[src/rtl/phalf_pkg.sv]
package phalf_pkg;

    typedef enum logic [2:0] {
        PH_ADD16 = 3'd0,
        PH_ASX   = 3'd1,
        PH_SAX   = 3'd2,
        PH_SUB16 = 3'd3,
        PH_ADD8  = 3'd4,
        PH_SUB8  = 3'd7
    } phalf_op_e;

    localparam logic [3:0] COND_ALWAYS = 4'hE;

endpackage

[src/rtl/phalf_lane.sv]
module phalf_lane #(
    parameter int W = 16
) (
    input  logic [W-1:0] x,
    input  logic [W-1:0] y,
    input  logic         sub,
    output logic [W-1:0] z
);
    logic [W:0] wide;

    always_comb begin
        if (sub) wide = {1'b0, x} - {1'b0, y};
        else     wide = {1'b0, x} + {1'b0, y};
        z = wide[W:1];
    end
endmodule

[src/rtl/phalf_cond_gate.sv]
module phalf_cond_gate
    import phalf_pkg::*;
(
    input  logic [3:0] cond,
    input  logic       cond_pass,
    output logic       go
);
    always_comb go = (cond == COND_ALWAYS) || cond_pass;
endmodule

[src/rtl/packed_halving_alu.sv]
module packed_halving_alu
    import phalf_pkg::*;
#(
    parameter int DATA_W = 32,
    parameter int BYTE_W = 8
) (
    input  logic              clk,
    input  logic              rst_n,
    input  logic [DATA_W-1:0] op_a,
    input  logic [DATA_W-1:0] op_b,
    input  logic [2:0]        op_sel,
    input  logic [3:0]        cond,
    input  logic              cond_pass,
    output logic [DATA_W-1:0] result,
    output logic              wr_en
);
    localparam int HALF_W = DATA_W / 2;
    localparam int NBYTE  = DATA_W / BYTE_W;

    logic [HALF_W-1:0] a_lo, a_hi, b_lo, b_hi;
    logic [HALF_W-1:0] y_lo, y_hi, z_lo, z_hi;
    logic              exch, sub_lo, sub_hi, sub_b;
    logic              is_half, is_byte, go;
    logic [DATA_W-1:0] half_res, byte_res;
    logic [DATA_W-1:0] res_d;
    logic              we_d;

    assign a_lo = op_a[HALF_W-1:0];
    assign a_hi = op_a[DATA_W-1:HALF_W];
    assign b_lo = op_b[HALF_W-1:0];
    assign b_hi = op_b[DATA_W-1:HALF_W];

    always_comb begin
        exch    = (op_sel == PH_ASX) || (op_sel == PH_SAX);
        sub_lo  = (op_sel == PH_ASX) || (op_sel == PH_SUB16);
        sub_hi  = (op_sel == PH_SAX) || (op_sel == PH_SUB16);
        sub_b   = (op_sel == PH_SUB8);
        is_half = (op_sel == PH_ADD16) || (op_sel == PH_ASX) ||
                  (op_sel == PH_SAX)   || (op_sel == PH_SUB16);
        is_byte = (op_sel == PH_ADD8)  || (op_sel == PH_SUB8);
        y_lo    = exch ? b_hi : b_lo;
        y_hi    = exch ? b_lo : b_hi;
    end

    phalf_lane #(.W(HALF_W)) u_lane_lo (.x(a_lo), .y(y_lo), .sub(sub_lo), .z(z_lo));
    phalf_lane #(.W(HALF_W)) u_lane_hi (.x(a_hi), .y(y_hi), .sub(sub_hi), .z(z_hi));
    assign half_res = {z_hi, z_lo};

    for (genvar i = 0; i < NBYTE; i++) begin : g_byte
        phalf_lane #(.W(BYTE_W)) u_lane_b (
            .x   (op_a[i*BYTE_W +: BYTE_W]),
            .y   (op_b[i*BYTE_W +: BYTE_W]),
            .sub (sub_b),
            .z   (byte_res[i*BYTE_W +: BYTE_W])
        );
    end

    phalf_cond_gate u_gate (.cond(cond), .cond_pass(cond_pass), .go(go));

    always_comb begin
        we_d  = go && (is_half || is_byte);
        res_d = '0;
        if (we_d) res_d = is_half ? half_res : byte_res;
    end

    always_ff @(posedge clk or negedge rst_n) begin
        if (!rst_n) begin
            result <= '0;
            wr_en  <= 1'b0;
        end else begin
            result <= res_d;
            wr_en  <= we_d;
        end
    end
endmodule

[config.mk]
export PLATFORM = sky130hd
export DESIGN_NAME = packed_halving_alu
export DESIGN_NICKNAME = d
export VERILOG_FILES = /design/src/rtl/phalf_pkg.sv /design/src/rtl/phalf_lane.sv /design/src/rtl/phalf_cond_gate.sv /design/src/rtl/packed_halving_alu.sv
export SDC_FILE = /design/constraint.sdc
export NUM_CORES = 1
export LEC_CHECK = 0
export CAP_MARGIN = 20
export CORE_MARGIN = 4
export CORE_UTILIZATION = 55
export CTS_BUF_LIST = sky130_fd_sc_hd__clkbuf_16
export DETAILED_ROUTE_END_ITERATION = 8
export GPL_ROUTABILITY_DRIVEN = 0
export PLACE_DENSITY = 0.85
export SLEW_MARGIN = 10
export SYNTH_ARGS = -nofsm -noshare
export SYNTH_HDL_FRONTEND = slang
export SYNTH_SLANG_ARGS = --single-unit
[constraint.sdc]
create_clock -name clk -period 0.8 [get_ports clk]
set_clock_uncertainty 0.15 [all_clocks]
set_input_delay 0.16 -clock clk [delete_from_list [all_inputs] [get_ports clk]]
set_output_delay 0.16 -clock clk [all_outputs]
set_load 0.02 [all_outputs]
==> flow_summary.yaml, run 1 <==
clock_tree:
  cts_buffer_depth: 2
  cts_max_level: 2
  cts_resized: 387
  post-cts-setup-buffers: 52
  postCtsHoldBufs: 0
  cts-root-buf: "clkbuf_16"
  cts_sinks: 33
  cts-buffers-inserted: 5
floorplan:
  start_util_pct: 57.4
  die_h_um: 110
  die_width_um: 110
  io_pins: 107
  rows: 36
placed_design:
  dp_hpwl_um: 19700
  port_buffers: 106
logic_synthesis:
  synth.cell_area_um2: 5720
  yosysWarnings: 0
  synthCells: 754
  synth_top_flop_cell: "dfrtp_1"
  async_reset_ff_share_pct: 100
  synth_edf_count: 0
  ys_seq_elements: 33
  syn_area_per_cell_um2: 7.58
  synth_nets: 898
  synth_cell_types: 62
  ys_seq_area_share_pct: 14.4
run_status:
  outcome: "aborted with a tool error"
  failed_stage: "4_1_cts"
  tool.error: "[ERROR DPL-0038] Utilization greater than 100%, impossible to legalize"
## kinds of logic after synthesis
group | Yosys count | share of synthesized area [%]
xor+xnor | 101 | 15.7
compound gates | 222 | 24.3
flops | 33 | 14.4
buf+inv | 70 | 4.90
fa+ha+maj | 70 | 16.1
mux | 27 | 4.77
simple gates | 231 | 19.7
## synth_stat cells, types with 3 or more instances
| cell | number | share of area [%] |
|---|---|---|
| a31o_2 | 3 | 0.46 |
| a21boi_0 | 4 | 0.53 |
| xnor2_1 | 56 | 8.6 |
| o21bai_1 | 7 | 0.92 |
| nor4_1 | 7 | 0.77 |
| nor3b_1 | 4 | 0.53 |
| buf_1 | 5 | 0.33 |
| clkbuf_1 | 19 | 1.2 |
| a2111oi_0 | 3 | 0.46 |
| inv_1 | 37 | 2.4 |
| ha_1 | 64 | 14 |
| buf_2 | 4 | 0.35 |
| and2_1 | 5 | 0.55 |
| o31ai_1 | 5 | 0.66 |
| a21oi_1 | 69 | 6.0 |
| nor3_1 | 22 | 1.9 |
| a21o_1 | 17 | 2.2 |
| mux2i_1 | 25 | 4.4 |
| dfrtp_1 | 33 | 14 |
| fa_1 | 6 | 2.1 |
| o21a_1 | 8 | 1.1 |
| nand2b_1 | 12 | 1.3 |
| or3_1 | 6 | 0.66 |
| a31oi_1 | 18 | 2.0 |
| nor2_1 | 74 | 4.9 |
| o22ai_1 | 7 | 0.77 |
| nand3_1 | 11 | 0.96 |
| o21ai_0 | 50 | 4.4 |
| xor2_1 | 43 | 6.6 |
| a211oi_1 | 9 | 1.2 |
| and3_1 | 3 | 0.33 |
| nor2b_1 | 18 | 2.0 |
| o21ai_1 | 4 | 0.35 |
| or3_4 | 3 | 0.59 |
| nand2_1 | 56 | 3.7 |
| buf_4 | 3 | 0.39 |
## per-stage QoR
step / setup TNS [ns] / setup WS [ns] / hold slack, ns / cell area [µm²] / cells
2_1_floorplan: -65.99 / -2.64 / -0.286 / 5940 / 754
3_3_place_gp: -102.63 / -3.10 / 0.404 / 8960 / 1222
3_5_place_dp: -109.82 / -3.37 / 0.412 / 8960 / 1222
==> run 2, diff against run 1 <==
- CORE_UTILIZATION: 55 -> 40
- CTS_BUF_LIST: sky130_fd_sc_hd__clkbuf_16 -> unset
- PLACE_DENSITY: 0.85 -> unset
- PLACE_DENSITY_LB_ADDON: unset -> 0.15
==> run 2 against run 1 <==
- the flow now finishes, with violations (setup timing)
- synthesized cell count stayed put
- synthesized area unchanged
==> flow_summary.yaml, run 2 <==
run_status:
  outcome: "finished with violations"
  violations: "setup timing"
route:
  ant_nets: 0
  num_vias: 7234
  avgViaCountPerCell: 5.51
  drt_iter0_drc: 447
  drc: 0
  wire_per_inst_um: 17.6
  dr.pass1.iters: 6
  finalWirelength_um: 23100
clock_tree:
  cts-buffers-inserted: 5
  cts_sinks: 33
  cts_max_level: 2
  path_clk_slew_ns: 0.06
  cts-root-buf: "clkbuf_16"
  cts_tree: "done"
  cts_buffer_depth: 2
logic_synthesis:
  synth_nets: 898
  synthTopCellsByArea: "dfrtp_1, ha_1, xnor2_1, xor2_1, a21oi_1"
  ys_seq_elements: 33
  synth_edf_count: 0
  ys_seq_area_share_pct: 14.4
  synthCells: 754
  async_reset_ff_share_pct: 100
  synth.cell_area_um2: 5720
  synth.most_common_cell: "nor2_1"
  syn_area_per_cell_um2: 7.58
  ys_top_cells_by_count: "nor2_1, a21oi_1, ha_1, nand2_1, xnor2_1"
  synth_top_area_share_pct: 14.4
  synth_top_flop_cell: "dfrtp_1"
  synth_cell_types: 62
  yosysWarnings: 0
  synth_top_cell_by_area: "dfrtp_1"
grt:
  grt_pass1_vias: 7420
  grt_max_degree: 36
  grt.total_usage_pct: 25.9
  grt_first_pass_wirelength_um: 34600
  antenna_found_initial: 0
  grt-ovfl-total: 0
setup_path:
  crit_type: "in2reg"
  critPathRequiredTime_ns: 0.81
  cp_max_fo: 6
  crit_path_end_kind: "flop"
  start_kind: "primary input"
  worstPathArrival_ns: 3.34
hold_path:
  hp-class: "in2async"
run:
  cap_violations: 0
pwr:
  p_clk_share_pct: 12.5
  p_leak_nw: 4.84
  net-switching-power_mw: 6.29
  combPwrFrac_pct: 73.8
  total_power_mw: 15.3
  cellPowerDensity_nw_per_um2: 1480
  p_sw_share_pct: 41.0
  p_int_mw: 9.05
  seq_power_share_pct: 13.6
  max-vdd-ir-drop_uv: 731
timing:
  drv_slew: 0
  finalHoldViolCount: 0
  rsz0062_at_grt: "true"
  min_period_ns: 3.33
  fin_crit_sh_pct: 416
  setup_viol: 66
  fmax_ghz: 0.300
  worstMarginPinSlew_ns: 0.494
  slew_headroom_pct: 66.7
  setup_slack_ns: -2.53
finish:
  final_cell_mix: "buf_4, buf_6, nor2_1"
  drive_gt1_share_pct: 43.7
  largest_register: "result"
  layout_commonest_cell: "buf_4"
  top_regs: "result (32), wr_en (1)"
  area_growth_pct: 80.7
  final.fill_count: 1009
  antenna_cells: 0
  largest_reg_flops: 32
  nNetsFinal: 1276
placed_design:
  port_buffers: 106
  place_ws_ns: -3.29
  dp_hpwl_um: 16600
floorplan:
  rows: 43
  start_util_pct: 41.0
  die_width_um: 128
  die_h_um: 128
  die-area_um2: 16300
  core-area_um2: 13900
  io_pins: 107
[run 2: cell counts after synthesis]
No cell type changed its count.
[run 2: metrics by stage]
| step | hold slack (ns) | std cells | area [µm²] | TNS (ns) | util (%) |
|---|---|---|---|---|---|
| final | 0.216 | 1313 | 10300 | -80.11 | 74.1 |
| after global routing | 0.257 | 1313 | 10300 | -84.21 | 74.1 |
| after CTS | 0.228 | 1298 | 9910 | -78.16 | 71.1 |
| after detailed placement | -0.0160 | 1259 | 8960 | -104.84 | 64.3 |
| after global placement | -0.0181 | 1259 | 8960 | -101.96 | 64.3 |
| after floorplan | -0.286 | 754 | 5940 | -65.99 | - |
[run 2: layer usage]
metal,part of all wire [%],global-route usage [%],vias to the layer above
met5,0,0,-
met4,3.0,8.90,0
met3,5.0,2.93,74
met2,52,47.9,284
met1,40,30.7,3438
li1,-,-,3438
[run 2: power by group through the flow]
stage	Sequential [mW]	Clock [mW]	Combinational, mW
floorplan	2.44	0	4.62
global placement	2.05	0	8.61
detailed placement	2.06	0	8.87
CTS	2.10	1.96	10.2
global route	2.12	2.02	12.1
finish	2.09	1.92	11.3
[run 2: path summary, 6_finish.rpt]
check / start / endpoint / slack [ns] / cells past startpoint
worst max-delay path: op_b[22] / result[30]$_DFF_PN0_ / -2.53 / 14
worst min-delay path: rst_n / result[12]$_DFF_PN0_ / 0.22 / 3
max in group asynchronous: rst_n / result[16]$_DFF_PN0_ / 0.09 / 3
min in group clk: op_sel[2] / result[0]$_DFF_PN0_ / 0.29 / 4
[run 2: cell type report]
cell class	instances	area [µm²]	share of cell area [%]
Tap cell	180	225	2.18
Inverter	38	150	1.45
Timing Repair Buffer	403	3530	34.1
Multi-Input combinational cell	651	5470	52.9
Clock buffer	8	136	1.32
Sequential cell	33	826	7.99
[run 2: cell families after synthesis]
family,Yosys count,share of synthesized area (%)
multiplexers,27,4.77
flip-flops,33,14.4
buffers and inverters,70,4.90
adder cells (fa/ha/maj),70,16.1
XOR/XNOR,101,15.7
AND/OR/NAND/NOR,231,19.7
AO/OA/AOI/OAI,222,24.3
[run 2: repair_timing]
item | in CTS | in global routing
pin swaps | 109 | 112
hold buffers | 1 | 0
buffers inserted | 36 | 19
setup endpoints to repair | 66 | 66
cloned | 0 | 0
resized for setup | 371 | 71
endpoints found under the hold margin | 33 | 0
[run 2: critical path, cell delays in order]
cell	delay [ns]
clkdlybuf4s50_1	0.56
nor3_1	0.33
o2111a_2	0.28
a21oi_1	0.09
xnor2_1	0.14
ha_1	0.36
buf_4	0.18
a21oi_2	0.17
nand2b_1	0.14
a2111oi_4	0.40
a21oi_1	0.07
a31oi_1	0.19
xor2_1	0.18
o22ai_1	0.09
Power figures use the tool's default switching activity.
